[src/rtl/msd_pkg.sv]
package msd_pkg;
  typedef enum logic [1:0] {
    DMD_IDLE = 2'b00,
    DMD_ACC  = 2'b01,
    DMD_DEC  = 2'b10
  } dmd_e;
endpackage

[src/rtl/msd_prescaler.sv]
module msd_prescaler #(
  parameter int unsigned DIV = 16
) (
  input  logic clk_i,
  input  logic rst_ni,
  input  logic run_i,
  output logic tick_o
);
  generate
    if (DIV <= 1) begin : g_bypass
      assign tick_o = run_i;
    end else begin : g_div
      localparam int unsigned PW = $clog2(DIV);
      localparam logic [PW-1:0] LAST = PW'(DIV - 1);
      logic [PW-1:0] pre_q;

      assign tick_o = run_i && (pre_q == LAST);

      always_ff @(posedge clk_i or negedge rst_ni) begin
        if (!rst_ni)            pre_q <= '0;
        else if (!run_i)        pre_q <= '0;
        else if (pre_q == LAST) pre_q <= '0;
        else                    pre_q <= pre_q + 1'b1;
      end

      // ticks are never back to back when dividing
      assert_tick_gap_R2: assert property (@(posedge clk_i) disable iff (!rst_ni)
        tick_o |=> !tick_o);
    end
  endgenerate
endmodule

[src/rtl/msd_fg_sync.sv]
module msd_fg_sync (
  input  logic clk_i,
  input  logic rst_ni,
  input  logic fg_i,
  output logic rise_o
);
  logic [2:0] s_q;

  always_ff @(posedge clk_i or negedge rst_ni) begin
    if (!rst_ni) s_q <= '0;
    else         s_q <= {s_q[1:0], fg_i};
  end

  assign rise_o = s_q[1] & ~s_q[2];

  assert_rise_single_R8: assert property (@(posedge clk_i) disable iff (!rst_ni)
    rise_o |=> !rise_o);
endmodule

[src/rtl/msd_period_disc.sv]
module msd_period_disc
  import msd_pkg::*;
#(
  parameter int unsigned CNT_W     = 10,
  parameter int unsigned FAST_LIM  = 480,
  parameter int unsigned SLOW_LIM  = 544,
  parameter int unsigned LOCK_RUNS = 4
) (
  input  logic clk_i,
  input  logic rst_ni,
  input  logic run_i,
  input  logic tick_i,
  input  logic rise_i,
  output dmd_e spd_o,
  output logic lock_no
);
  localparam logic [CNT_W-1:0] CNT_MAX = {CNT_W{1'b1}};
  localparam logic [CNT_W-1:0] FAST_C  = CNT_W'(FAST_LIM);
  localparam logic [CNT_W-1:0] SLOW_C  = CNT_W'(SLOW_LIM);
  localparam int unsigned      LK_W    = $clog2(LOCK_RUNS + 1);
  localparam logic [LK_W-1:0]  LK_FULL = LK_W'(LOCK_RUNS);

  logic [CNT_W-1:0] cnt_q, meas;
  logic             valid_q, at_max, sat_ev, in_win;
  logic [LK_W-1:0]  lk_q, lk_nx;
  dmd_e             spd_q;
  logic             lock_n_q;

  assign at_max = (cnt_q == CNT_MAX);
  // period including a tick that lands in the edge cycle
  assign meas   = (tick_i && !at_max) ? cnt_q + 1'b1 : cnt_q;
  assign sat_ev = tick_i && (cnt_q == CNT_MAX - 1'b1) && !rise_i;
  assign in_win = (meas >= FAST_C) && (meas <= SLOW_C);
  assign lk_nx  = (lk_q == LK_FULL) ? lk_q : lk_q + 1'b1;

  always_ff @(posedge clk_i or negedge rst_ni) begin
    if (!rst_ni) begin
      cnt_q    <= '0;
      valid_q  <= 1'b0;
      lk_q     <= '0;
      spd_q    <= DMD_IDLE;
      lock_n_q <= 1'b1;
    end else if (!run_i) begin
      cnt_q    <= '0;
      valid_q  <= 1'b0;
      lk_q     <= '0;
      spd_q    <= DMD_IDLE;
      lock_n_q <= 1'b1;
    end else if (rise_i) begin
      cnt_q   <= '0;
      valid_q <= 1'b1;
      if (valid_q) begin
        if (meas < FAST_C)      spd_q <= DMD_DEC;
        else if (meas > SLOW_C) spd_q <= DMD_ACC;
        else                    spd_q <= DMD_IDLE;
        if (in_win) begin
          lk_q     <= lk_nx;
          lock_n_q <= (lk_nx != LK_FULL);
        end else begin
          lk_q     <= '0;
          lock_n_q <= 1'b1;
        end
      end
    end else begin
      if (tick_i && !at_max) cnt_q <= cnt_q + 1'b1;
      if (sat_ev) begin
        spd_q    <= DMD_ACC;
        lk_q     <= '0;
        lock_n_q <= 1'b1;
      end
    end
  end

  assign spd_o   = spd_q;
  assign lock_no = lock_n_q;

  assert_stop_idle_R1: assert property (@(posedge clk_i) disable iff (!rst_ni)
    !run_i |=> (spd_q == DMD_IDLE) && lock_n_q);
  assert_legal_code_R3: assert property (@(posedge clk_i) disable iff (!rst_ni)
    spd_q != 2'b11);
  assert_lock_on_window_R7: assert property (@(posedge clk_i) disable iff (!rst_ni)
    $fell(lock_n_q) |-> $past(run_i && rise_i && valid_q && in_win));
  assert_sat_acc_R5: assert property (@(posedge clk_i) disable iff (!rst_ni)
    (run_i && sat_ev) |=> (spd_q == DMD_ACC) && lock_n_q);
endmodule

[src/rtl/msd_phase_cmp.sv]
module msd_phase_cmp
  import msd_pkg::*;
#(
  parameter int unsigned REF_TICKS = 512
) (
  input  logic clk_i,
  input  logic rst_ni,
  input  logic run_i,
  input  logic tick_i,
  input  logic rise_i,
  output dmd_e phase_o
);
  localparam int unsigned    RW   = $clog2(REF_TICKS);
  localparam logic [RW-1:0]  LAST = RW'(REF_TICKS - 1);

  logic [RW-1:0] ref_q;
  logic          ref_ev, ref_f_q, fg_f_q, ref_nx, fg_nx, both;
  dmd_e          ph_q;

  assign ref_ev = tick_i && (ref_q == LAST);
  assign both   = (ref_f_q | ref_ev) & (fg_f_q | rise_i);
  assign ref_nx = (ref_f_q | ref_ev) & ~both;
  assign fg_nx  = (fg_f_q | rise_i) & ~both;

  always_ff @(posedge clk_i or negedge rst_ni) begin
    if (!rst_ni) begin
      ref_q   <= '0;
      ref_f_q <= 1'b0;
      fg_f_q  <= 1'b0;
      ph_q    <= DMD_IDLE;
    end else if (!run_i) begin
      ref_q   <= '0;
      ref_f_q <= 1'b0;
      fg_f_q  <= 1'b0;
      ph_q    <= DMD_IDLE;
    end else begin
      if (tick_i) ref_q <= ref_ev ? '0 : ref_q + 1'b1;
      ref_f_q <= ref_nx;
      fg_f_q  <= fg_nx;
      ph_q    <= ref_nx ? DMD_ACC : (fg_nx ? DMD_DEC : DMD_IDLE);
    end
  end

  assign phase_o = ph_q;

  assert_flags_exclusive_R6: assert property (@(posedge clk_i) disable iff (!rst_ni)
    !(ref_f_q && fg_f_q));
  assert_phase_stop_R1: assert property (@(posedge clk_i) disable iff (!rst_ni)
    !run_i |=> ph_q == DMD_IDLE);
endmodule

[src/rtl/msd_top.sv]
module msd_top
  import msd_pkg::*;
#(
  parameter int unsigned PRESCALE  = 16,
  parameter int unsigned REF_TICKS = 512,
  parameter int unsigned CNT_W     = 10,
  parameter int unsigned FAST_LIM  = 480,
  parameter int unsigned SLOW_LIM  = 544,
  parameter int unsigned LOCK_RUNS = 4
) (
  input  logic       clk_i,
  input  logic       rst_ni,
  input  logic       run_i,
  input  logic       fg_i,
  output logic [1:0] speed_dmd_o,
  output logic [1:0] phase_dmd_o,
  output logic       lock_no
);
  logic tick, rise;
  dmd_e spd, ph;

  msd_prescaler #(.DIV(PRESCALE)) u_pre (
    .clk_i, .rst_ni, .run_i, .tick_o(tick)
  );

  msd_fg_sync u_sync (
    .clk_i, .rst_ni, .fg_i, .rise_o(rise)
  );

  msd_period_disc #(
    .CNT_W(CNT_W), .FAST_LIM(FAST_LIM), .SLOW_LIM(SLOW_LIM), .LOCK_RUNS(LOCK_RUNS)
  ) u_disc (
    .clk_i, .rst_ni, .run_i, .tick_i(tick), .rise_i(rise), .spd_o(spd), .lock_no
  );

  msd_phase_cmp #(.REF_TICKS(REF_TICKS)) u_phase (
    .clk_i, .rst_ni, .run_i, .tick_i(tick), .rise_i(rise), .phase_o(ph)
  );

  assign speed_dmd_o = spd;
  assign phase_dmd_o = ph;
endmodule

[config.mk]
export PLATFORM = sky130hd
export DESIGN_NAME = msd_top
export DESIGN_NICKNAME = d
export VERILOG_FILES = /design/src/rtl/msd_pkg.sv /design/src/rtl/msd_prescaler.sv /design/src/rtl/msd_fg_sync.sv /design/src/rtl/msd_period_disc.sv /design/src/rtl/msd_phase_cmp.sv /design/src/rtl/msd_top.sv
export SDC_FILE = /design/constraint.sdc
export NUM_CORES = 1
export LEC_CHECK = 0
export ABC_AREA = 1
export BUFFER_PORTS_ARGS = -buffer_cell sky130_fd_sc_hd__clkbuf_2
export CAP_MARGIN = 0
export CORE_MARGIN = 5
export CORE_UTILIZATION = 35
export DETAILED_ROUTE_END_ITERATION = 12
export PLACE_DENSITY = 0.5
export SYNTH_ARGS = -nofsm -noshare
export SYNTH_HDL_FRONTEND = slang
export SYNTH_SLANG_ARGS = --single-unit
[constraint.sdc]
create_clock -name clk_i -period 2 [get_ports clk_i]
set_input_delay 0 -clock clk_i [delete_from_list [all_inputs] [get_ports clk_i]]
set_output_delay 0 -clock clk_i [all_outputs]
set_load 0.03 [all_outputs]
Yosys cells after proc, flatten, opt, wreduce, memory -nomap -nowiden
Cells that the tools add are included.
Widths: inputs -> output; s select.
{"block": "word_totals", "register_bits": 37, "output_inout_bits": 5}
{"block": "classes", "muxes": 32, "bitwise": 8, "n_addsub": 4, "reduce_logical": 9, "n_lt_le_gt_ge": 4, "n_eq_ne": 10}
{"op": "$mux 10", "count": 3}
{"op": "$mux 9", "count": 3}
{"op": "$eq 10x10->1 const B", "count": 2}
{"op": "$mux 3", "count": 6}
{"op": "$mux 2", "count": 8}
{"op": "$add 10x1->10 const B", "count": 1}
{"op": "$ge 10x9->1 const B", "count": 1}
{"op": "$gt 10x10->1 const B", "count": 1}
{"op": "$le 10x10->1 const B", "count": 1}
{"op": "$lt 10x9->1 const B", "count": 1}
{"op": "$mux 1", "count": 10}
{"op": "$add 9x1->9 const B", "count": 1}
{"op": "$eq 9x9->1 const B", "count": 1}
{"op": "$mux 4", "count": 2}
{"op": "$logic_and 1x1->1", "count": 6}
{"op": "$ne 3x3->1 const B", "count": 2}
{"op": "$add 4x1->4 const B", "count": 1}
{"op": "$and 1x1->1", "count": 4}
{"op": "$eq 4x4->1 const B", "count": 1}
{"op": "$ne 2x1->1 const B", "count": 2}
{"op": "$add 3x1->3 const B", "count": 1}
{"op": "$eq 3x3->1 const B", "count": 1}
{"op": "$ne 3x1->1 const B", "count": 1}
{"op": "$logic_not 1->1", "count": 2}
{"op": "other kinds (3)", "count": 5}

Logic depth before layout (Yosys ltp)
{"block": "depth", "depth_word": 10, "ltp_mapped": 15, "ltp_nobuf": 15}

Hierarchy
Synthesis repeated with hierarchy kept, for this count alone.
{"block": "hier_totals", "hier_cells": 288, "area_unflattened_um2": 2158.3}
{"mod": "msd_period_disc", "area_per_inst_um2": 1255.0, "n_inst": 1, "cells_per_inst": 178, "seq_area_each_um2": 426.7}
{"mod": "msd_phase_cmp", "area_per_inst_um2": 629.4, "n_inst": 1, "cells_per_inst": 83, "seq_area_each_um2": 275.3}
{"mod": "msd_prescaler", "area_per_inst_um2": 188.9, "n_inst": 1, "cells_per_inst": 22, "seq_area_each_um2": 100.1}
{"mod": "msd_fg_sync", "area_per_inst_um2": 85.1, "n_inst": 1, "cells_per_inst": 5, "seq_area_each_um2": 75.1}

Worst setup path after synthesis
Ideal clock, no wire load.
{"block": "synth_timing", "path_kind": "reg-to-reg", "from": "register u_disc.cnt_q[0]", "to": "register u_disc.lk_q[0]", "setup_ns": 0.131, "stages_incl_launch_ff": 15, "path_slack_ns": 0.248, "arrival_ns": 1.620, "path_cell_list": "dfrtp_1 -> ha_1 -> inv_2 -> nor2_4 -> nand3_4 -> nand2_4 -> inv_4 -> nand2_4 -> nor2_1 -> nand2_1 -> nand2_1 -> nor2_2 -> nand2_2 -> nand4_1 -> o21ai_0"}
{"block": "synth_via", "elab_chain_len": 10}
{"element": "start: declaration", "line_no": "msd_period_disc.sv:23", "rtl": "logic [CNT_W-1:0] cnt_q, meas;"}
{"element": "start signal: assignment", "line_no": "msd_period_disc.sv:65", "rtl": "if (tick_i && !at_max) cnt_q <= cnt_q + 1'b1;"}
{"element": "branches (longest 10 deep; another with $add 10x1->10)"}
{"element": "end signal: assignment", "line_no": "msd_period_disc.sv:57", "rtl": "lk_q <= lk_nx;"}
{"element": "end: declaration", "line_no": "msd_period_disc.sv:25", "rtl": "logic [LK_W-1:0] lk_q, lk_nx;"}
Parallel ways; which one is timed is not known. The select of a mux whose other input is x is not followed.
A chain may end at the register's enable or synchronous reset.

Worst setup path after layout
{"block": "layout_timing", "from": "register u_pre.g_div.pre_q[0]", "to": "register u_disc.spd_q[0], in the netlist u_disc.spd_o[0]"}
{"block": "layout_via", "elab_chain_len": 10}
{"element": "start: declaration", "line_no": "msd_prescaler.sv:15", "rtl": "logic [PW-1:0] pre_q;"}
{"element": "start signal: assignment", "line_no": "msd_prescaler.sv:23", "rtl": "else pre_q <= pre_q + 1'b1;"}
{"element": "$eq 4x4->1 *", "line_no": "msd_prescaler.sv:17", "rtl": "assign tick_o = run_i && (pre_q == LAST);"}
{"element": "$logic_and 1x1->1 *", "line_no": "msd_prescaler.sv:17"}
{"element": "$logic_and 1x1->1", "line_no": "msd_period_disc.sv:31", "rtl": "assign meas = (tick_i && !at_max) ? cnt_q + 1'b1 : cnt_q;"}
{"element": "$mux 10"}
{"element": "$gt 10x10->1", "line_no": "msd_period_disc.sv:54", "rtl": "else if (meas > SLOW_C) spd_q <= DMD_ACC;"}
{"element": "$mux 1", "line_no": "msd_period_disc.sv:54"}
{"element": "$mux 2", "line_no": "msd_period_disc.sv:53", "rtl": "if (meas < FAST_C) spd_q <= DMD_DEC;"}
{"element": "$mux 2", "line_no": "msd_period_disc.sv:52", "rtl": "if (valid_q) begin"}
{"element": "$mux 2", "line_no": "msd_period_disc.sv:49", "rtl": "end else if (rise_i) begin"}
{"element": "$mux 2", "line_no": "msd_period_disc.sv:43", "rtl": "end else if (!run_i) begin"}
{"element": "end signal: assignment", "line_no": "msd_period_disc.sv:53"}
{"element": "end signal: assignment", "line_no": "msd_period_disc.sv:54"}
{"element": "end signal: assignment", "line_no": "msd_period_disc.sv:55", "rtl": "else spd_q <= DMD_IDLE;"}
{"element": "end: declaration", "line_no": "msd_period_disc.sv:26", "rtl": "dmd_e spd_q;"}
Every way passes the cells marked *; elsewhere a longest branch is shown, timed or not. The select of a mux whose other input is x is not followed.

==> metrics.md <==
| Metric | Value |
|---|---|
| Fin crit share | `0.946` |
| TNS Setup | `0 ps` |
| Net count after synthesis | `around 270` |
| Most common cell after layout, fill and taps aside | `nand2_1` |
| Number of nets in the final layout | `around 290` |
| Post-Synthesis Cell Area | `roughly 2000 sq um` |
| Placement Setup Slack | `about 47 ps` |
| Starting density of the core | `0.362` |
| Fill cells | `a little under 600` |
| Setup crit start kind | `flop` |
| Kind of end point of the critical path | `flop` |
| Detailed-route via count | `1643` |
| Number of buffers added by the clock tree synthesis step | `5` |
| Routed length per placed instance | `roughly 12 um` |
| Vias in the first global route | `around 1.6k` |
| Pins over their slew limit | `0` |
| RSZ-0062 raised after global routing | `yes` |
| Final weighted congestion of routability-driven global placement | `~0.8` |
| Global route total overflow | `0` |
| Drt via density | `~4.6` |
| Worst path slowest cell | `dfrtp_1` |
| Slew of the pin with the lowest slew margin | `890 ps` |
| Starting DRT DRC Count | `41` |
| Overall die area | `7350 sq um` |
| Power density over the cells | `between 500 and 600 nW/um^2` |
| Number of cells produced by synthesis | `roughly 260` |
| Clock latency at the later pin of the worst-skew pair | `approximately 280 ps` |
| Arrival time at the worst endpoint | `between 2000 and 2500 ps` |
| Class of the tightest hold or removal check | `in -> reg` |
| Antenna diode count | `0` |
| Placeable core region | `between 5000 and 6000 sq um` |
| Metal1 wirelength | `2100 um` |
| Count of endpoints failing hold in the final timing report | `0` |
| Result of the run | `completed` |
| Min cycle time layout | `around 1900 ps` |
| Met3 WL | `approximately 97 um` |
| Share of final-layout standard cells stronger than drive strength 1 | `0.223` |
| Adder-cell share of the synthesized area | `0.0436` |
| Clock sink count | `35` |
| Final wirelength | `approximately 4200 um` |
| Uppermost signal routing layer after detailed routing | `met4` |
| Maximum achievable frequency | `between 500 and 600 MHz` |
| Compound-Gate Fraction of Synth Area | `0.0636` |
| Commonest cells after routing, fill and taps aside | `57 x nand2_1, 38 x inv_1, 34 x dfrtp_1, 25 x nor2_1, 19 x nand3_1` |
| Largest incremental delay on the critical path | `420 ps` |
| Die extent in x | `approximately 86 um` |
| Crit path cell chain | `ha_4 -> nand3_4 -> nor2_8 -> buf_4 -> buf_4 -> nand3_1 -> nand2_1 -> nand2_2 -> nand3_2 -> nor2_2 -> nand3_2 -> nand2_4 -> nand2_2 -> nand3_2 -> nand2_1` |
| Rows | `27` |
| Number of buffers between clock root and the deepest sink | `2` |
| Overall global routing resource usage | `0.122` |
| Area growth, synth to finish | `19.9%` |
| Simple-gate portion of the synthesized area | `0.332` |
| First-pass iteration count of the detailed router | `4` |
| Synth Area per Inst | `7.81 sq um` |
| Leakage | `approximately 1.1 nW` |
| Initial antenna violation count | `0` |
| Synth warnings | `0` |
| CTS tree | `yes` |
| Number of unique standard cell types used by synthesis | `29` |
| Flip-flop and latch count after synthesis | `35` |
| Slew Limit Headroom | `0.406` |
| Data required time at the worst endpoint | `~2200 ps` |
| Portion of netlist area occupied by mux cells | `0` |
| Cell type with the highest occurrence count on the critical path | `nand3_2` |
| Worst-path fanout max | `7` |
| Wire length of the first global-routing pass | `7180 um` |
| Post-route ant nets | `0` |
| Dominant combinational cell family by area after synthesis | `simple AND/OR/NAND/NOR gates` |
| Core utilization of the finished layout | `0.435` |
| Worst path setup slack after routing | `roughly 110 ps` |
| Maximum VDD drop | `0.373 mV` |
| Type of the setup path with the least slack | `reg -> reg` |
| Count of buffers inserted at the top-level ports | `8` |
| Half-perimeter wire length after placement | `between 3000 and 4000 um` |
| Share of the yosys chip area belonging to registers | `0.437` |
| H-Tree Level Count | `2` |
| Setup violations, final | `0` |
| Post-Synth XOR/XNOR Area | `0.0305` |
| Worst clock skew on the final layout | `6.60 ps` |
| Max Cap Viol | `0` |
| Remaining routing DRC violations | `0` |
| Pin count of the biggest net entering global routing | `36` |
| CTS clock-pin slew for the worst setup and hold paths | `around 70 ps` |
| Vertical die dimension | `about 86 um` |
| Met2 wire length | `1990 um` |
| I/O pin cnt | `9` |
| Cell chosen for the clock root | `clkbuf_8` |
flip-flops by register name, summed over array words and instances, names as in the netlist:
| signal | cells |
|---|---|
| u_disc.lk_q | 3 |
| u_phase.ref_q | 9 |
| u_disc.lock_no | 1 |
| u_phase.fg_f_q | 1 |
| u_phase.phase_o | 1 |
| u_disc.spd_o | 2 |
| u_pre.g_div.pre_q | 4 |
| u_disc.cnt_q | 10 |
| u_disc.valid_q | 1 |
| u_sync.s_q | 3 |
power by group:
part,switching (mW),internal [mW],leakage [nW]
combinational,0.0548,0.0231,0.612
clock,0.251,0.314,0.0515
sequential,0.0108,0.721,0.473
total,0.316,1.06,1.14
per-stage QoR:
step                instances  hold WS [ps]  total power [mW]  area (sq um)
floorplan                 257          -296             0.783          2010
global placement          337           110             0.817          2140
detailed placement        337           110             0.816          2140
CTS                       347          14.5              1.40          2260
global route              355          56.0              1.44          2410
finish                    355          31.1              1.38          2410
logic make-up after synthesis:
logic type               count (synthesis)
adder cells (fa/ha/maj)                  7
AND/OR/NAND/NOR                        139
AO/OA/AOI/OAI                           23
XOR/XNOR                                 7
buffers and inverters                   46
flip-flops                              35
routing by layer:
metal | up-vias | track usage
li1 | 860 | -
met1 | 762 | 0.168
met2 | 14 | 0.192
met3 | 7 | 0.0231
met4 | 0 | 0.0388
met5 | - | 0
cell type report:
cell class                 count  area (sq um)  area share
clock buffer                   8           100      0.0416
inverter                      41           159      0.0660
multi-input combinational    176          1020       0.425
sequential                    35           877       0.364
tap                           72          90.1      0.0374
timing repair buffer          23           158      0.0655
timing repair:
item / 4_1_cts / 5_1_grt
setup buffers: 0 / 8
endpoints found under the setup margin: 0 / 11
endpoints found under the hold margin: 35 / 0
hold buffers: 2 / 0
gates resized for setup: 0 / 21
worst paths after layout:
| kind | start | endpoint | slack (ps) | cells after the start |
|---|---|---|---|---|
| worst max-delay path | u_pre.g_div.pre_q[0] | u_disc.spd_o[0] | 110 | 15 |
| worst min-delay path | run_i | u_pre.g_div.pre_q[1] | 30 | 3 |
| worst max register to register | u_pre.g_div.pre_q[0] | u_disc.spd_o[0] | 110 | 15 |
| worst min register to register | u_sync.s_q[0] | u_sync.s_q[1] | 360 | 0 |
| max in group asynchronous | rst_ni | u_disc.cnt_q[6] | 1070 | 2 |
| min in group asynchronous | rst_ni | u_phase.ref_q[5] | 370 | 2 |
worst max-delay path: cells and delay by family, from the launching register on:
| kind | cells | cell delay, ps |
|---|---|---|
| simple gates | 12 | 900 |
| flops | 1 | 420 |
| buf+inv | 2 | 260 |
| fa+ha+maj | 1 | 190 |
synth_stat cells (all sizes together):
| master | number | area (sq um) |
|---|---|---|
| a21oi | 7 | 35.0 |
| buf | 4 | 27.5 |
| clkbuf | 1 | 3.75 |
| dfrtp | 34 | 851 |
| dfstp | 1 | 26.3 |
| ha | 7 | 87.6 |
| inv | 41 | 156 |
| nand2 | 69 | 287 |
| nand3 | 24 | 145 |
| nand4 | 7 | 43.8 |
| nor2 | 33 | 160 |
| nor3 | 5 | 25.0 |
| o21ai | 9 | 45.0 |
| o21bai | 1 | 7.51 |
| o22ai | 5 | 31.3 |
| o32ai | 1 | 8.76 |
| or2 | 1 | 6.26 |
| xnor2 | 2 | 17.5 |
| xor2 | 5 | 43.8 |
Power figures use the tool's default switching activity.
